`config.mk`:
```
export PLATFORM = sky130hd
export DESIGN_NAME = rxb_receiver
export DESIGN_NICKNAME = d
export VERILOG_FILES = /design/src/rtl/rxb_pkg.sv /design/src/rtl/rxb_pattern_check.sv /design/src/rtl/rxb_sync_fsm.sv /design/src/rtl/rxb_counters.sv /design/src/rtl/rxb_receiver.sv
export SDC_FILE = /design/constraint.sdc
export NUM_CORES = 1
export LEC_CHECK = 0
export ABC_AREA = 1
export BUFFER_PORTS_ARGS = -buffer_cell sky130_fd_sc_hd__buf_2
export CAP_MARGIN = 20
export CORE_MARGIN = 2
export CORE_UTILIZATION = 35
export DETAILED_ROUTE_END_ITERATION = 10
export HOLD_SLACK_MARGIN = 0.12
export MAX_ROUTING_LAYER = met4
export PLACE_DENSITY = 0.5
export REMOVE_ABC_BUFFERS = 1
export SLEW_MARGIN = 20
export SYNTH_ARGS = -nofsm -noshare
export SYNTH_HDL_FRONTEND = slang
export SYNTH_SLANG_ARGS = --single-unit
```
`constraint.sdc`:
```
create_clock -name clk -period 4.6 [get_ports clk]
set_input_delay 0 -clock clk [delete_from_list [all_inputs] [get_ports clk]]
set_output_delay 0 -clock clk [all_outputs]
set_load 0.01 [all_outputs]
```
`src/rtl/rxb_pkg.sv`:
```
package rxb_pkg;
    // Shared widths of the receive checker.
    localparam int unsigned HIST_W_DEF = 32;
    localparam int unsigned CNT_W_DEF  = 32;

    // Pattern families selectable on the receive side.
    typedef enum logic {
        MODE_REPEAT = 1'b0,
        MODE_PRBS   = 1'b1
    } rx_mode_e;
endpackage

```
`src/rtl/rxb_pattern_check.sv`:
```
// Pattern checker: predicts the next bit from a history register.
// The history holds received bits while out of sync (self-seeding) and
// predicted bits while in sync, so a bit error does not spread.
// Assumes len/tap are below HIST_W and stable while the test runs.
module rxb_pattern_check #(
    parameter int unsigned HIST_W = 32,
    localparam int unsigned LEN_W = $clog2(HIST_W)
) (
    input  logic              clk,
    input  logic              rst_n,
    input  logic              en,
    input  logic              prbs,
    input  logic [LEN_W-1:0]  len,
    input  logic [LEN_W-1:0]  tap,
    input  logic              rx_bit,
    input  logic              in_sync,
    output logic              err,
    output logic [HIST_W-1:0] raw
);
    logic [HIST_W-1:0] hist;
    logic              expect_bit;

    // Predict the current bit from the tap A and tap B positions.
    always_comb begin
        expect_bit = hist[len] ^ (prbs & hist[tap]);
        err        = rx_bit ^ expect_bit;
    end

    // Shift the prediction history and the raw receive history.
    always_ff @(posedge clk) begin
        if (!rst_n) begin
            hist <= '0;
            raw  <= '0;
        end else if (en) begin
            hist <= {hist[HIST_W-2:0], (in_sync ? expect_bit : rx_bit)};
            raw  <= {raw[HIST_W-2:0], rx_bit};
        end
    end


    sync_follows_prediction_chk: assert property (@(posedge clk) disable iff (!rst_n)
        (en && in_sync) |=> (hist[0] == $past(expect_bit)));


    hist_freeze_chk: assert property (@(posedge clk) disable iff (!rst_n)
        !en |=> ($stable(hist) && $stable(raw)));
endmodule

```
`src/rtl/rxb_sync_fsm.sv`:
```
// Synchronizer: counts the unbroken run of matching bits while out of sync
// and declares sync at len+SYNC_BASE. In sync it counts errors over
// back-to-back WIN-bit windows and drops sync when LOSS_ERRS land in one.
// Assumes err is valid whenever en is high.
module rxb_sync_fsm #(
    parameter int unsigned LEN_W     = 5,
    parameter int unsigned SYNC_BASE = 35,
    parameter int unsigned WIN       = 64,
    parameter int unsigned LOSS_ERRS = 6,
    localparam int unsigned MCNT_W   = $clog2((1 << LEN_W) + SYNC_BASE + 1),
    localparam int unsigned WCNT_W   = $clog2(WIN),
    localparam int unsigned WECNT_W  = $clog2(LOSS_ERRS)
) (
    input  logic             clk,
    input  logic             rst_n,
    input  logic             en,
    input  logic             err,
    input  logic             sync_en,
    input  logic             resync,
    input  logic [LEN_W-1:0] len,
    output logic             in_sync
);
    logic [MCNT_W-1:0]  mcnt;
    logic [MCNT_W-1:0]  thresh;
    logic [WCNT_W-1:0]  wcnt;
    logic [WECNT_W-1:0] wecnt;

    // Run length needed before sync is declared.
    always_comb begin
        thresh = {{(MCNT_W-LEN_W){1'b0}}, len} + MCNT_W'(SYNC_BASE);
    end

    // Acquisition and loss state machine.
    always_ff @(posedge clk) begin
        if (!rst_n) begin
            in_sync <= 1'b0;
            mcnt    <= '0;
            wcnt    <= '0;
            wecnt   <= '0;
        end else if (en) begin
            if (resync) begin
                in_sync <= 1'b0;
                mcnt    <= '0;
            end else if (!in_sync) begin
                if (!sync_en || err) begin
                    mcnt <= '0;
                end else if (mcnt == thresh - 1'b1) begin
                    in_sync <= 1'b1;
                    mcnt    <= '0;
                    wcnt    <= '0;
                    wecnt   <= '0;
                end else begin
                    mcnt <= mcnt + 1'b1;
                end
            end else if (err && (wecnt == WECNT_W'(LOSS_ERRS - 1))) begin
                in_sync <= 1'b0;
                mcnt    <= '0;
            end else if (wcnt == WCNT_W'(WIN - 1)) begin
                wcnt  <= '0;
                wecnt <= '0;
            end else begin
                wcnt  <= wcnt + 1'b1;
                wecnt <= wecnt + WECNT_W'(err);
            end
        end
    end


    resync_forces_los_chk: assert property (@(posedge clk) disable iff (!rst_n)
        (en && resync) |=> !in_sync);


    sync_needs_run_chk: assert property (@(posedge clk) disable iff (!rst_n)
        $rose(in_sync) |-> ($past(mcnt) == $past(thresh) - 1'b1));


    window_err_bound_chk: assert property (@(posedge clk) disable iff (!rst_n)
        wecnt < WECNT_W'(LOSS_ERRS));


    sync_freeze_chk: assert property (@(posedge clk) disable iff (!rst_n)
        !en |=> ($stable(in_sync) && $stable(mcnt)));
endmodule

```
`src/rtl/rxb_counters.sv`:
```
// Bit and error counters with an atomic load-count snapshot, plus the
// receive-load snapshot of raw bits. Strobes are edge detected on the
// sampled clock; the bit of the strobe cycle is included.
// Assumes in_sync is the state before the current edge.
module rxb_counters #(
    parameter int unsigned CNT_W  = 32,
    parameter int unsigned HIST_W = 32
) (
    input  logic              clk,
    input  logic              rst_n,
    input  logic              en,
    input  logic              in_sync,
    input  logic              err,
    input  logic              lc_req,
    input  logic              rl_req,
    input  logic              rx_bit,
    input  logic [HIST_W-1:0] raw,
    output logic [CNT_W-1:0]  bit_q,
    output logic [CNT_W-1:0]  err_q,
    output logic [HIST_W-1:0] snap
);
    localparam int unsigned NCNT = 2;

    logic             lc_prev, rl_prev;
    logic             lc_rise, rl_rise;
    logic [NCNT-1:0]  inc;
    logic [CNT_W-1:0] run  [NCNT];
    logic [CNT_W-1:0] nxt  [NCNT];
    logic [CNT_W-1:0] held [NCNT];

    // Rising-edge detection of the two load strobes.
    always_comb begin
        lc_rise = en & lc_req & ~lc_prev;
        rl_rise = en & rl_req & ~rl_prev;
        inc[0]  = in_sync;
        inc[1]  = in_sync & err;
    end

    // Remember strobe levels on sampled edges only.
    always_ff @(posedge clk) begin
        if (!rst_n) begin
            lc_prev <= 1'b0;
            rl_prev <= 1'b0;
        end else if (en) begin
            lc_prev <= lc_req;
            rl_prev <= rl_req;
        end
    end

    // Raw-bit snapshot on a receive-load edge.
    always_ff @(posedge clk) begin
        if (!rst_n)       snap <= '0;
        else if (rl_rise) snap <= {raw[HIST_W-2:0], rx_bit};
    end

    for (genvar g = 0; g < NCNT; g++) begin : g_cnt
        // Saturating next value of this running counter.
        always_comb begin
            nxt[g] = (&run[g]) ? run[g] : run[g] + CNT_W'(inc[g]);
        end

        // Running count and its latched copy.
        always_ff @(posedge clk) begin
            if (!rst_n) begin
                run[g]  <= '0;
                held[g] <= '0;
            end else if (en) begin
                if (lc_rise) begin
                    held[g] <= nxt[g];
                    run[g]  <= '0;
                end else begin
                    run[g]  <= nxt[g];
                end
            end
        end


        no_overflow_chk: assert property (@(posedge clk) disable iff (!rst_n)
            (en && !lc_rise && (&run[g])) |=> (&run[g]));


        count_gate_chk: assert property (@(posedge clk) disable iff (!rst_n)
            (en && !in_sync && !lc_rise) |=> $stable(run[g]));


        load_clears_chk: assert property (@(posedge clk) disable iff (!rst_n)
            lc_rise |=> (run[g] == '0));
    end

    assign bit_q = held[0];
    assign err_q = held[1];
endmodule

```
`src/rtl/rxb_receiver.sv`:
```
// Top of the receive pattern synchronizer and bit-error counter.
// Wires checker, synchronizer and counters; clk is the (gapped) receive
// clock and rx_dis suppresses sampling on an edge.
module rxb_receiver #(
    parameter int unsigned HIST_W    = rxb_pkg::HIST_W_DEF,
    parameter int unsigned CNT_W     = rxb_pkg::CNT_W_DEF,
    parameter int unsigned WIN       = 64,
    parameter int unsigned LOSS_ERRS = 6,
    localparam int unsigned LEN_W    = $clog2(HIST_W)
) (
    input  logic              clk,
    input  logic              rst_n,
    input  logic              rx_data,
    input  logic              rx_dis,
    input  logic              sync_en,
    input  logic              resync,
    input  logic              mode_prbs,
    input  logic [LEN_W-1:0]  pat_len,
    input  logic [LEN_W-1:0]  tap_sel,
    input  logic              lc_in,
    input  logic              lc_ctl,
    input  logic              rl_in,
    input  logic              rl_ctl,
    output logic              rlos,
    output logic [CNT_W-1:0]  bit_count,
    output logic [CNT_W-1:0]  err_count,
    output logic [HIST_W-1:0] rx_snap
);
    logic              en;
    logic              err;
    logic              in_sync;
    logic [HIST_W-1:0] raw;

    assign en   = ~rx_dis;
    assign rlos = ~in_sync;

    rxb_pattern_check #(.HIST_W(HIST_W)) u_check (
        .clk(clk), .rst_n(rst_n), .en(en),
        .prbs(mode_prbs == rxb_pkg::MODE_PRBS),
        .len(pat_len), .tap(tap_sel), .rx_bit(rx_data),
        .in_sync(in_sync), .err(err), .raw(raw)
    );

    rxb_sync_fsm #(.LEN_W(LEN_W), .SYNC_BASE(35), .WIN(WIN), .LOSS_ERRS(LOSS_ERRS)) u_sync (
        .clk(clk), .rst_n(rst_n), .en(en), .err(err),
        .sync_en(sync_en), .resync(resync), .len(pat_len), .in_sync(in_sync)
    );

    rxb_counters #(.CNT_W(CNT_W), .HIST_W(HIST_W)) u_cnt (
        .clk(clk), .rst_n(rst_n), .en(en), .in_sync(in_sync), .err(err),
        .lc_req(lc_in | lc_ctl), .rl_req(rl_in | rl_ctl), .rx_bit(rx_data),
        .raw(raw), .bit_q(bit_count), .err_q(err_count), .snap(rx_snap)
    );


    reset_state_chk: assert property (@(posedge clk)
        !rst_n |=> (rlos && bit_count == '0 && err_count == '0 && rx_snap == '0));
endmodule

```
Yosys cells after proc, flatten, opt, wreduce, memory -nomap -nowiden

Memories as Yosys holds them, arrays and structs flattened.
Index checks and enable logic that the tools add are counted.
W data, S select, Z words.

Register bits: 114
Bits in latches: 0
RAM bits: 128
Bits in read-only memories: 0
Logic and storage cells: 97
Memories: 2

Add/sub/neg operators: 7
$mul: 0
Div/mod/pow operators: 0
Order comparisons: 2
Equality and inequality tests: 6
Shifts and indexed selects: 0
Muxes and demuxes: 42
Bitwise operators: 21
Reductions and logical operators: 8

Memory list:

| name       | words | bits a word | rd ports | clocked after Yosys merged registers in | wr ports | RTL line           | RTL |
|---|---|---|---|---|---|---|---|
| u_cnt.held | 2     | 32          | 2        | 0                                       | 2        | rxb_counters.sv:29 | `logic [CNT_W-1:0] held [NCNT];` |
| u_cnt.run  | 2     | 32          | 2        | 0                                       | 2        | rxb_counters.sv:27 | `logic [CNT_W-1:0] run [NCNT];` |

Operators with widths:

| cell                  | number |
|---|---|
| $mux W32              | 8 |
| $add A32 B1 Y32       | 2 |
| $reduce_and A32 Y1    | 2 |
| $mux W7               | 5 |
| $mux W6               | 5 |
| $mux W1               | 17 |
| $mux W3               | 5 |
| $lt A5 B6 Y1 const B  | 2 |
| $bmux W1 S5           | 2 |
| $or A1 B1 Y1          | 8 |
| $add A5 B6 Y7 const B | 1 |
| $add A7 B1 Y7 const B | 1 |
| $eq A7 B7 Y1          | 1 |
| $sub A7 B1 Y7 const B | 1 |
| $add A6 B1 Y6 const B | 1 |
| $and A1 B1 Y1         | 6 |
| $eq A6 B6 Y1 const B  | 1 |
| $not A1 Y1            | 5 |
| $reduce_and A5 Y1     | 1 |
| $add A3 B1 Y3         | 1 |
| $eq A3 B3 Y1 const B  | 1 |
| $ne A3 B3 Y1 const B  | 1 |
| $ne A2 B1 Y1 const B  | 1 |
| $ne A2 B2 Y1 const B  | 1 |
| 6 further kinds       | 7 |

Depth between registers and ports, before layout

Gate-level depths: netlist (run 1).

Word-level depth: 9
Gate-level depth with buffers: 27
Mapped depth without buffers: 25

Hierarchy

From an unflattened synthesis (run 1), not the netlist that was laid out.

Cell total of the unflattened synthesis: 1,624
Area total of the unflattened synthesis: 12,459.4 µm²

Modules (own cells, without submodules):

| module            | times used | cells each | area an instance (µm²) | sequential area each (µm²) |
|---|---|---|---|---|
| rxb_counters      | 1          | 997        | 8,249.2                | 4,524.3 |
| rxb_pattern_check | 1          | 444        | 3,030.4                | 1,281.2 |
| rxb_sync_fsm      | 1          | 175        | 1,149.9                | 340.3 |
| rxb_receiver      | 1          | 8          | 30.0                   | 0.0 |

Worst setup path after synthesis (run 1)

Ideal clock, no wire load.

Kind: register -> register
Start point: register u_cnt.lc_prev
End point: memory u_cnt.run[0][13] (data pin)
Arrival: 2.677 ns
Path slack: 1.673 ns
Cell stages (with the launch flop): 9
Buffers on the path: 2
Path through: dfxtp_1 > nor3_1 > inv_1 > nand2_1 > nor2_1 > clkbuf_1 > buf_1 > nand2_1 > inv_1

RTL lines:

| item                   | RTL line           | RTL |
|---|---|---|
| from (decl)            | rxb_counters.sv:24 | `logic lc_prev, rl_prev;` |
| from (signal assigned) | rxb_counters.sv:45 | `lc_prev <= lc_req;` |
| to (decl)              | rxb_counters.sv:27 |  |

==> results of run 1 <==
-- power by group --
part | switching, mW | leakage, nW | internal, mW
Combinational | 0.251 | 2.99 | 0.127
Clock | 0.876 | 0.453 | 1.38
Sequential | 0.0612 | 2.33 | 2.38
-- area by class of cell --
cell class | count | area share [%]
Inverter | 212 | 6.06
Tap cell | 402 | 3.78
Multi-Input combinational cell | 795 | 31.1
Clock inverter | 15 | 1.51
Timing Repair Buffer | 141 | 6.06
Clock buffer | 33 | 5.40
Sequential cell | 242 | 46.1
-- per-layer routing --
layer / global-route usage, % / share of wire [%] / up-vias
li1: - / - / 4471
met5: - / 0 / -
met1: 21.1 / 48 / 4005
met4: 4.00 / 2.2 / 0
met3: 2.60 / 4.6 / 36
met2: 25.6 / 45 / 171
-- sequential cells by signal, indices dropped and copies added (netlist names) --
register and flops:
u_cnt.held 64, u_cnt.run 64, u_check.hist 32, u_cnt.snap 32
u_check.raw 31, u_sync.mcnt 7, u_sync.wcnt 6, u_sync.wecnt 3
u_cnt.lc_prev 1, u_cnt.rl_prev 1, u_sync.in_sync 1
-- timing repair --
item                                   4_1_cts  5_1_grt
endpoints found under the hold margin       23        0
hold buffers                                16        0
setup buffers                                0        0
-- cell families (layout without fill, tap and decap cells) --
family,Yosys count,in the layout
DFF,242,242
xor gates and xnor gates,70,70
adders and majority gates,10,10
AOI/OAI and AO/OA,156,156
buffers and inverters,260,401
and+or+nand+nor,559,559
-- worst reg2reg max path: stages (launching register included) --
cell and delay [ns]:
dfxtp_1 0.34, inv_1 0.09, o21ai_0 0.16, nand3_1 0.09
nand3_1 0.07, nand3_1 0.06, nand2_1 0.12, inv_1 0.06
nand2_2 0.08, nand2_1 0.05, nand2_1 0.09, nand2_2 0.10
nor2_1 0.15, ha_1 0.19, nand3_1 0.17, nor4_2 0.32
nand3_1 0.17, nor3_2 0.16, nand3_1 0.16, nor2_1 0.17
nand3_1 0.10, xnor2_1 0.15, nand2_1 0.06, inv_1 0.04
-- final timing paths --
| check | start | end | cells past startpoint |
|---|---|---|---|
| worst max-delay path | u_check.hist[4] | u_cnt.run[1][31] | 23 |
| worst min-delay path | rl_ctl | u_cnt.snap[17] | 5 |
| worst max register to register | u_check.hist[4] | u_cnt.run[1][31] | 23 |
| worst min register to register | u_check.raw[27] | u_cnt.snap[28] | 2 |
-- cells in the final DEF (no fill, tap or decap), types with 43 or more instances in the layout --
cell type  Yosys  routed
a21oi_1       45      45
buf_2          2     117
dfxtp_1      114     114
edfxtp_1     128     128
inv_1        205     205
nand2_1      253     251
nand3_1       97      97
nor2_1       133     131
o21ai_0       43      43
o22ai_1       62      62
-- through the flow --
step | utilization [%] | worst slack (ns) | hold WS (ns) | setup TNS, ns
after floorplan | - | -0.0101 | 0.120 | -0.0405
after global placement | 38.6 | 1.27 | 0.283 | 0
after detailed placement | 38.6 | 1.15 | 0.292 | 0
after CTS | 42.0 | 1.18 | 0.254 | 0
after global routing | 42.0 | 0.787 | 0.369 | 0
final | 42.0 | 1.21 | 0.269 | 0
==> reports/results.ini, run 1 <==
[power]
power.density_mw_per_mm2 = 382
power.total_mw = 5.08
peakVddDrop_v = 0.000260
p_leak_nw = 5.77

[critical_path]
cp.arrival_ns = 3.68
crit_family = simple AND/OR/NAND/NOR gates
end_kind = flop
r2r_setup_slack_ns = 1.21
path_class = reg2reg
max_stage_delay_ns = 0.34
cpMostUsedCell = nand3_1
slowest_stage = dfxtp_1
start_kind = flop
cp_max_fo = 4
path_cells = inv_1 > o21ai_0 > nand3_1 > nand3_1 > nand3_1 > nand2_1 > inv_1 > nand2_2 > nand2_1 > nand2_1 > nand2_2 > nor2_1 > ha_1 > nand3_1 > nor4_2 > nand3_1 > nor3_2 > nand3_1 > nor2_1 > nand3_1 > xnor2_1 > nand2_1 > inv_1
required_ns = 4.89
path_buf_inv = 3

[floorplanning]
row_count = 65
io_pins = 118
fp.dieW_um = 184
initial_core_util_pct = 35.7
die_area_mm2 = 0.0337
core_mm2 = 0.0316
die_y_um = 184

[cts]
post_cts_resized = 0
cts_buffer_depth = 3
cts_sinks = 242
clk_pin_slew_ns = 0.06
cts_tree = built
root_buffer = clkbuf_16
htree_levels = 1
cts_inserted_buffers = 27
clkLatencyLatePin_ns = 0.54

[timing]
worst_slew_pin_slew_ns = 1.03
final.min_clock_period_ns = 3.39
setup_viol = 0
fmax_mhz = 295
slew_violations = 0
fin_skew_ns = 0.00965
max-slew-margin-rel_pct = 31.3
hold_viol_final = 0
rsz0062_at_grt = no
period_share_pct = 73.6

[detailed_routing]
remaining_drc_errors = 0
ant_nets = 0
num_vias = 8683
wire_per_inst_um = 14.1
dr.pass1.iters = 5
drtIter0Drc = 427
drt-total-wl_um = 26000
viasPerCell = 4.72

[global_route]
grt_pass1_vias = 8552
antenna_found_initial = 0
grt_pass1_wl_um = 43000
grt_usage_pct = 15.9
grt_max_degree = 81
grt_overflow = 0

[outcome]
status = complete, no violations

[yosys]
ys_warn_count = 0
yosysMostFrequentCell = nand2_1
netlist.area_leader.share_pct = 34.0
ys_seq_elements = 242
synth_xor_area_share_pct = 5.43
synth_top_area_cell = edfxtp_1
synth-simple-area-share_pct = 22.3
yosysSeqAreaShare_pct = 54.2
synthMuxAreaShare_pct = 0
synth.cells.most_frequent = nand2_1 (253), inv_1 (205), nor2_1 (133)
synthCells = 1297
synth-edff-count = 128
synth_area_mm2 = 0.0113
synth_top_family_by_area = simple AND/OR/NAND/NOR gates
syn_area_per_cell_um2 = 8.71
synth_compound_area_share_pct = 7.64
synth-main-ff-cell = edfxtp_1
synth_area_leaders = edfxtp_1 (34%), dfxtp_1 (20%), nand2_1 (8.4%)
synth_fa_ha_area_share_pct = 1.11
synth.distinct_cells = 39
ys_async_sr_fraction_pct = 0

[placement]
routabilityCongestion = 0.861
hpwl_um = 17700
placed_cells = 1776
io_buffers = 117
dpl-instance-area_mm2 = 0.0122

[cells_and_area]
drive_gt1_share_pct = 14.7
seqCellArea_mm2 = 0.00613
multi_input_area_mm2 = 0.00414
area_delta_synth_final_pct = 17.7
fillers = 3227
nets = 1450
antennaDiodeCount = 0
design_area_mm2 = 0.0133
fin_cells = 1840

[min_path]
hold_path_class = in2reg

[run]
maxCapViolCount = 0

No activity file was read; power rests on OpenSTA's default activity.
==> inputs of run 2 (changes only) <==
- clock period: 4.6 -> 3.6 ns (I/O delays scaled with it)
==> run 2 against run 1 <==
  * Register-to-register slack worse by 0.93 ns
  * Non-clock buffer count is 5 higher
  * Via count is 0.22% higher
  * Clock skew is 0.010 ns higher
  * Largest cell class unchanged
  * Power is 27% higher
  * Critical path type unchanged
  * Hold slack worse by 0.040 ns
  * Critical endpoint is now u_sync.wecnt[2]
  * Critical path depth is 3 lower
  * Sequential cell count stayed put
  * Design area is 0.72% higher
  * Highest routed layer unchanged
==> reports/results.ini, run 2 (same netlist as run 1, synthesis figures left out) <==
[timing]
fmax_mhz = 302  ; +2.2%
fin_tns_setup_ns = 0  ; unchanged
slew_violations = 0  ; unchanged
hold_viol_final = 0  ; unchanged
setup_viol = 0  ; unchanged
period_share_pct = 92.1  ; +18 points
finalWorstSetupSlack_ns = 0.286  ; -0.928 ns
worst_slew_pin_slew_ns = 0.918  ; -0.112 ns
final.min_clock_period_ns = 3.31  ; -0.0715 ns
max-slew-margin-rel_pct = 38.8  ; +7.5 points
fin_skew_ns = 0.0197  ; +0.0101 ns

[cells_and_area]
final_common_cell = nand2_1
antennaDiodeCount = 0  ; unchanged
nets = 1456  ; +0.41%
fillers = 3215  ; -0.37%
drive_gt1_share_pct = 15.6  ; +0.96 points
seqCellArea_mm2 = 0.00613  ; about the same
area_delta_synth_final_pct = 18.6
multi_input_area_mm2 = 0.00418  ; +0.94%
fin_util_pct = 42.3  ; +0.30 points
final_cell_mix = nand2_1 (251), inv_1 (205), nor2_1 (128), edfxtp_1 (128), buf_2 (117)
largest_registers = u_cnt.held x64, u_cnt.run x64

[global_route]
grt_usage_pct = 16.0  ; about the same
grt_overflow = 0  ; unchanged
antenna_found_initial = 0  ; unchanged
grt_pass1_vias = 8550  ; -0.023%
grt_max_degree = 67  ; -17%
grt_pass1_wl_um = 43200  ; +0.45%

[critical_path]
r2r_setup_slack_ns = 0.29  ; -0.93 ns
rr_worst_depth = 20  ; -13%
end_kind = flop
required_ns = 4.09  ; -0.80 ns
slowest_stage = dlygate4sd3_1
path_class = reg2reg
r2r_start = u_check.hist[4]
r2r_end = u_sync.wecnt[2]
crit_family = buffers and inverters
path_buf_inv = 4  ; +1
start_kind = flop
path_cells = inv_1 > o21ai_0 > nand3_1 > nand3_1 > nand3_1 > nand2_1 > nand3_2 > nand2_1 > nand2_1 > nand2_2 > inv_1 > ha_1 > ha_1 > xor2_1 > nand2_1 > nand3_1 > nand2_1 > dlygate4sd3_1 > nor2_1 > dlygate4sd3_1
cpMostUsedCell = nand2_1
cp.arrival_ns = 3.80  ; +0.12 ns
max_stage_delay_ns = 0.57  ; +0.23 ns
cp_max_fo = 4  ; unchanged

[detailed_routing]
drt-total-wl_um = 25700  ; -1.3%
ant_nets = 0  ; unchanged
remaining_drc_errors = 0  ; unchanged
drtIter0Drc = 502  ; +18%
dr.pass1.iters = 5  ; unchanged
num_vias = 8702  ; +0.22%
viasPerCell = 4.71  ; -0.22%
wire_per_inst_um = 13.9  ; -1.8%

[min_path]
min_delay_path_depth = 8  ; +3
hold_path_class = in2reg
min_to = u_sync.wecnt[0]
hp-start = mode_prbs

[cts]
clkLatencyLatePin_ns = 0.55  ; about the same
htree_levels = 1  ; unchanged
root_buffer = clkbuf_16
cts_buffer_depth = 3  ; unchanged
cts_inserted_buffers = 28  ; +3.7%
cts_sinks = 242  ; unchanged
clk_pin_slew_ns = 0.06  ; about the same
cts_tree = built

[floorplanning]
io_pins = 118  ; unchanged
row_count = 65  ; unchanged
fp.dieW_um = 184  ; unchanged
die_area_mm2 = 0.0337  ; unchanged
core_mm2 = 0.0316  ; unchanged
initial_core_util_pct = 35.7  ; unchanged
die_y_um = 184  ; unchanged

[power]
p_leak_nw = 5.82  ; +0.82%
peakVddDrop_v = 0.000357  ; +37%
power.density_mw_per_mm2 = 480  ; +26%

[outcome]
status = complete, no violations

[run]
maxCapViolCount = 0  ; unchanged

[placement]
routabilityCongestion = 0.844  ; -2.0%
pre_cts_ws_ns = 0.173  ; -0.972 ns
io_buffers = 117  ; unchanged
hpwl_um = 17200  ; -2.5%

-- run 2: worst register-to-register path, delay by kind of cell, from the launching register on --
family	cells	cell delay, ns
AOI/OAI and AO/OA	1	0.17
xor gates and xnor gates	1	0.13
adders and majority gates	2	0.37
buffers and inverters	4	1.24
DFF	1	0.33
and+or+nand+nor	12	1.03
-- run 2: cell type report --
cell class / instances / area share (%)
inverter: 212 / 6.02
clock inverter: 12 / 0.644
clock buffer: 39 / 6.30
multi-input combinational: 795 / 31.2
sequential: 242 / 45.8
timing repair buffer: 146 / 6.31
tap: 402 / 3.75
-- run 2: worst max-delay path by stage --
stage | to | from | slack [ns] | cells after the start
4_1_cts | u_cnt.held[1][31] | u_check.hist[4] | 0.23 | 23
3_3_place_gp | u_cnt.held[1][31] | tap_sel[0] | 0.30 | 26
6_report | u_sync.wecnt[2] | u_check.hist[4] | 0.29 | 20
5_1_grt | u_sync.wecnt[2] | u_check.hist[21] | -0.0007 | 22
2_1_floorplan | u_cnt.run[0][0] | u_cnt.lc_prev | -1.01 | 6
3_5_place_dp | u_cnt.run[1][31] | tap_sel[0] | 0.17 | 26
-- run 2: metal layers --
metal | vias up | part of all wire [%] | track usage (%) | routed length (µm)
met5 | - | 0 | - | 0
met4 | 0 | 2.0 | 3.62 | 520
met3 | 39 | 4.8 | 2.79 | 1220
met2 | 160 | 44 | 25.1 | 11300
met1 | 4009 | 49 | 21.5 | 12700
li1 | 4494 | - | - | -
-- run 2: through the flow --
step	power [mW]	std cells	cell area (µm²)	hold WS, ns
finish	6.43	1848	13400	0.229
CTS	6.53	1846	13300	0.204
global placement	3.66	1778	12200	0.290
detailed placement	3.66	1778	12200	0.302
floorplan	3.45	1249	11100	0.120
global route	6.73	1848	13400	0.321
-- run 2: timing repair --
action / 4_1_cts / 5_1_grt
setup buffers: 0 / 2
resized for setup: 0 / 11
hold buffers: 17 / 0
hold endpoints to repair: 23 / 0
endpoints found under the setup margin: 0 / 11
-- run 2: power by group --
part | switching (mW) | leakage [nW] | total [mW] | internal (mW)
clock | 1.12 | 0.451 | 2.82 | 1.69
sequential | 0.0787 | 2.33 | 3.12 | 3.04
combinational | 0.324 | 3.04 | 0.491 | 0.167
total | 1.53 | 5.82 | 6.43 | 4.90
==> inputs of run 3 (changes only) <==
- SETUP_SLACK_MARGIN: default -> 0.5
==> run 3 against run 2 <==
  * Critical path depth up 3
  * Register-to-register slack better by 0.30 ns
  * Global-route usage up 0.059 points
  * Setup slack better by 0.30 ns
  * Power up 0.43%
  * Combinational power up 4.3%
  * Clock-buffer cell count unchanged
  * Non-clock buffer count rose by 14
  * Die area unchanged
  * First-iteration DRC count decreased by 9.2%
  * Maximum frequency up 10%
  * Critical path type unchanged
  * Largest power group unchanged
==> reports/results.ini, run 3 (same netlist as run 1, synthesis figures left out) <==
[power]
power.total_mw = 6.46  ; +0.43%
peakVddDrop_v = 0.000355  ; -0.70%
power.density_mw_per_mm2 = 468  ; -2.4%
p_leak_nw = 5.98  ; +2.8%

[cells_and_area]
final_cell_mix = nand2_1 (239), inv_1 (204), edfxtp_1 (128)
fin_util_pct = 43.6  ; +1.2 points
final_common_cell = nand2_1
largest_registers = u_cnt.held x64, u_cnt.run x64
nets = 1470  ; +0.96%
drive_gt1_share_pct = 21.0  ; +5.4 points
antennaDiodeCount = 0  ; unchanged
area_delta_synth_final_pct = 22.1

[timing]
worst_slew_pin_slew_ns = 0.920  ; +0.00171 ns
setup_viol = 0  ; unchanged
fin_skew_ns = 0.0213  ; +0.00163 ns
final.min_clock_period_ns = 3.01  ; -0.300 ns
hold_viol_final = 0  ; unchanged
max-slew-margin-rel_pct = 38.7  ; -0.11 points
fin_tns_setup_ns = 0  ; unchanged
fmax_mhz = 332  ; +10%
period_share_pct = 83.7  ; -8.3 points
whs_ns = 0.201  ; -0.0285 ns
slew_violations = 0  ; unchanged
rsz0062_at_grt = yes

[floorplanning]
die_y_um = 184  ; unchanged
core_mm2 = 0.0316  ; unchanged
fp.dieW_um = 184  ; unchanged
die_area_mm2 = 0.0337  ; unchanged
initial_core_util_pct = 35.7  ; unchanged
row_count = 65  ; unchanged
io_pins = 118  ; unchanged

[critical_path]
rr_worst_depth = 23  ; +15%
cp_max_fo = 4  ; unchanged
cpMostUsedCell = nand2_2
required_ns = 3.90  ; -0.19 ns
cp.arrival_ns = 3.32  ; -0.48 ns
slowest_stage = dfxtp_2
max_stage_delay_ns = 0.35  ; -0.22 ns
start_kind = flop
path_class = reg2reg
end_kind = flop
path_cells = nand2_1 > nand3_1 > nand3_1 > nand2_1 > nand2_2 > nand3_2 > nand3_2 > nand2_4 > nand2_2 > nand2_2 > nand2_4 > nor2_4 > buf_6 > ha_4 > ha_4 > nand2_2 > nor2_2 > nand3_2 > nor3_4 > nand4_1 > xnor2_2 > nand2_1 > inv_1

[min_path]
hold_path_class = in2reg
min_delay_path_depth = 8  ; unchanged

[global_route]
grt_pass1_vias = 8575  ; +0.29%
grt_usage_pct = 16.0  ; +0.059 points
grt_max_degree = 67  ; unchanged
grt_pass1_wl_um = 43300  ; +0.29%
antenna_found_initial = 0  ; unchanged
grt_overflow = 0  ; unchanged

[cts]
cts_buffer_depth = 3  ; unchanged
cts_tree = built
clk_pin_slew_ns = 0.06  ; about the same
root_buffer = clkbuf_16
htree_levels = 1  ; unchanged
clkLatencyLatePin_ns = 0.55  ; about the same
cts_sinks = 242  ; unchanged
cts_inserted_buffers = 28  ; unchanged

[detailed_routing]
viasPerCell = 4.71  ; about the same
wire_per_inst_um = 14.0  ; +1.0%
dr.pass1.iters = 4  ; -1
ant_nets = 0  ; unchanged
drt-total-wl_um = 26100  ; +1.8%
num_vias = 8774  ; +0.83%
remaining_drc_errors = 0  ; unchanged
drtIter0Drc = 456  ; -9.2%

[outcome]
status = complete, no violations

[placement]
routabilityCongestion = 0.844  ; unchanged
hpwl_um = 17200  ; unchanged
io_buffers = 117  ; unchanged

[run]
maxCapViolCount = 0  ; unchanged

-- run 3: through the flow --
stage	cell area, µm²	cells	setup slack, ns
after CTS	13500	1852	0.458
after global placement	12200	1778	0.299
final	13800	1862	0.586
after floorplan	11100	1249	-1.01
after detailed placement	12200	1778	0.173
after global routing	13800	1862	0.319
-- run 3: path summary, 6_finish.rpt --
| check | start | to | slack (ns) |
|---|---|---|---|
| worst max-delay path | u_check.hist[8] | u_cnt.run[1][30] | 0.59 |
| worst min-delay path | mode_prbs | u_sync.wecnt[2] | 0.20 |
| worst max register to register | u_check.hist[8] | u_cnt.run[1][30] | 0.59 |
| worst min register to register | u_check.raw[30] | u_cnt.snap[31] | 0.48 |
-- run 3: metal layers --
| layer | vias to the layer above | global-route usage [%] | routed length, µm |
|---|---|---|---|
| met4 | 0 | 3.52 | 510 |
| met1 | 4068 | 21.6 | 12900 |
| li1 | 4520 | - | - |
| met2 | 148 | 25.3 | 11600 |
| met3 | 38 | 2.79 | 1140 |
| met5 | - | - | 0 |
-- run 3: repair_timing --
action                     4_1_cts  5_1_grt
gates resized for setup         37       59
setup endpoints to repair       14       40
pin swaps                       19       34
buffers inserted                 7       10
hold endpoints to repair        23        0
hold buffers                    16        0
-- run 3: critical path, delay by kind of cell (launching register included) --
kind	cells	cell delay (ns)
and+or+nand+nor	18	1.81
DFF	1	0.35
adders and majority gates	2	0.26
xor gates and xnor gates	1	0.19
buffers and inverters	2	0.15
-- run 3: cell type report --
type | count | area, µm²
Multi-Input combinational cell | 795 | 4430
Clock inverter | 12 | 86.3
Timing Repair Buffer | 160 | 958
Clock buffer | 39 | 845
Inverter | 212 | 807
Fill cell | 3191 | 17800
Sequential cell | 242 | 6160
Tap cell | 402 | 503
-- run 3: where the power goes --
part           internal (mW)  switching, mW
sequential              3.04         0.0816
combinational          0.177          0.334
clock                   1.69           1.13
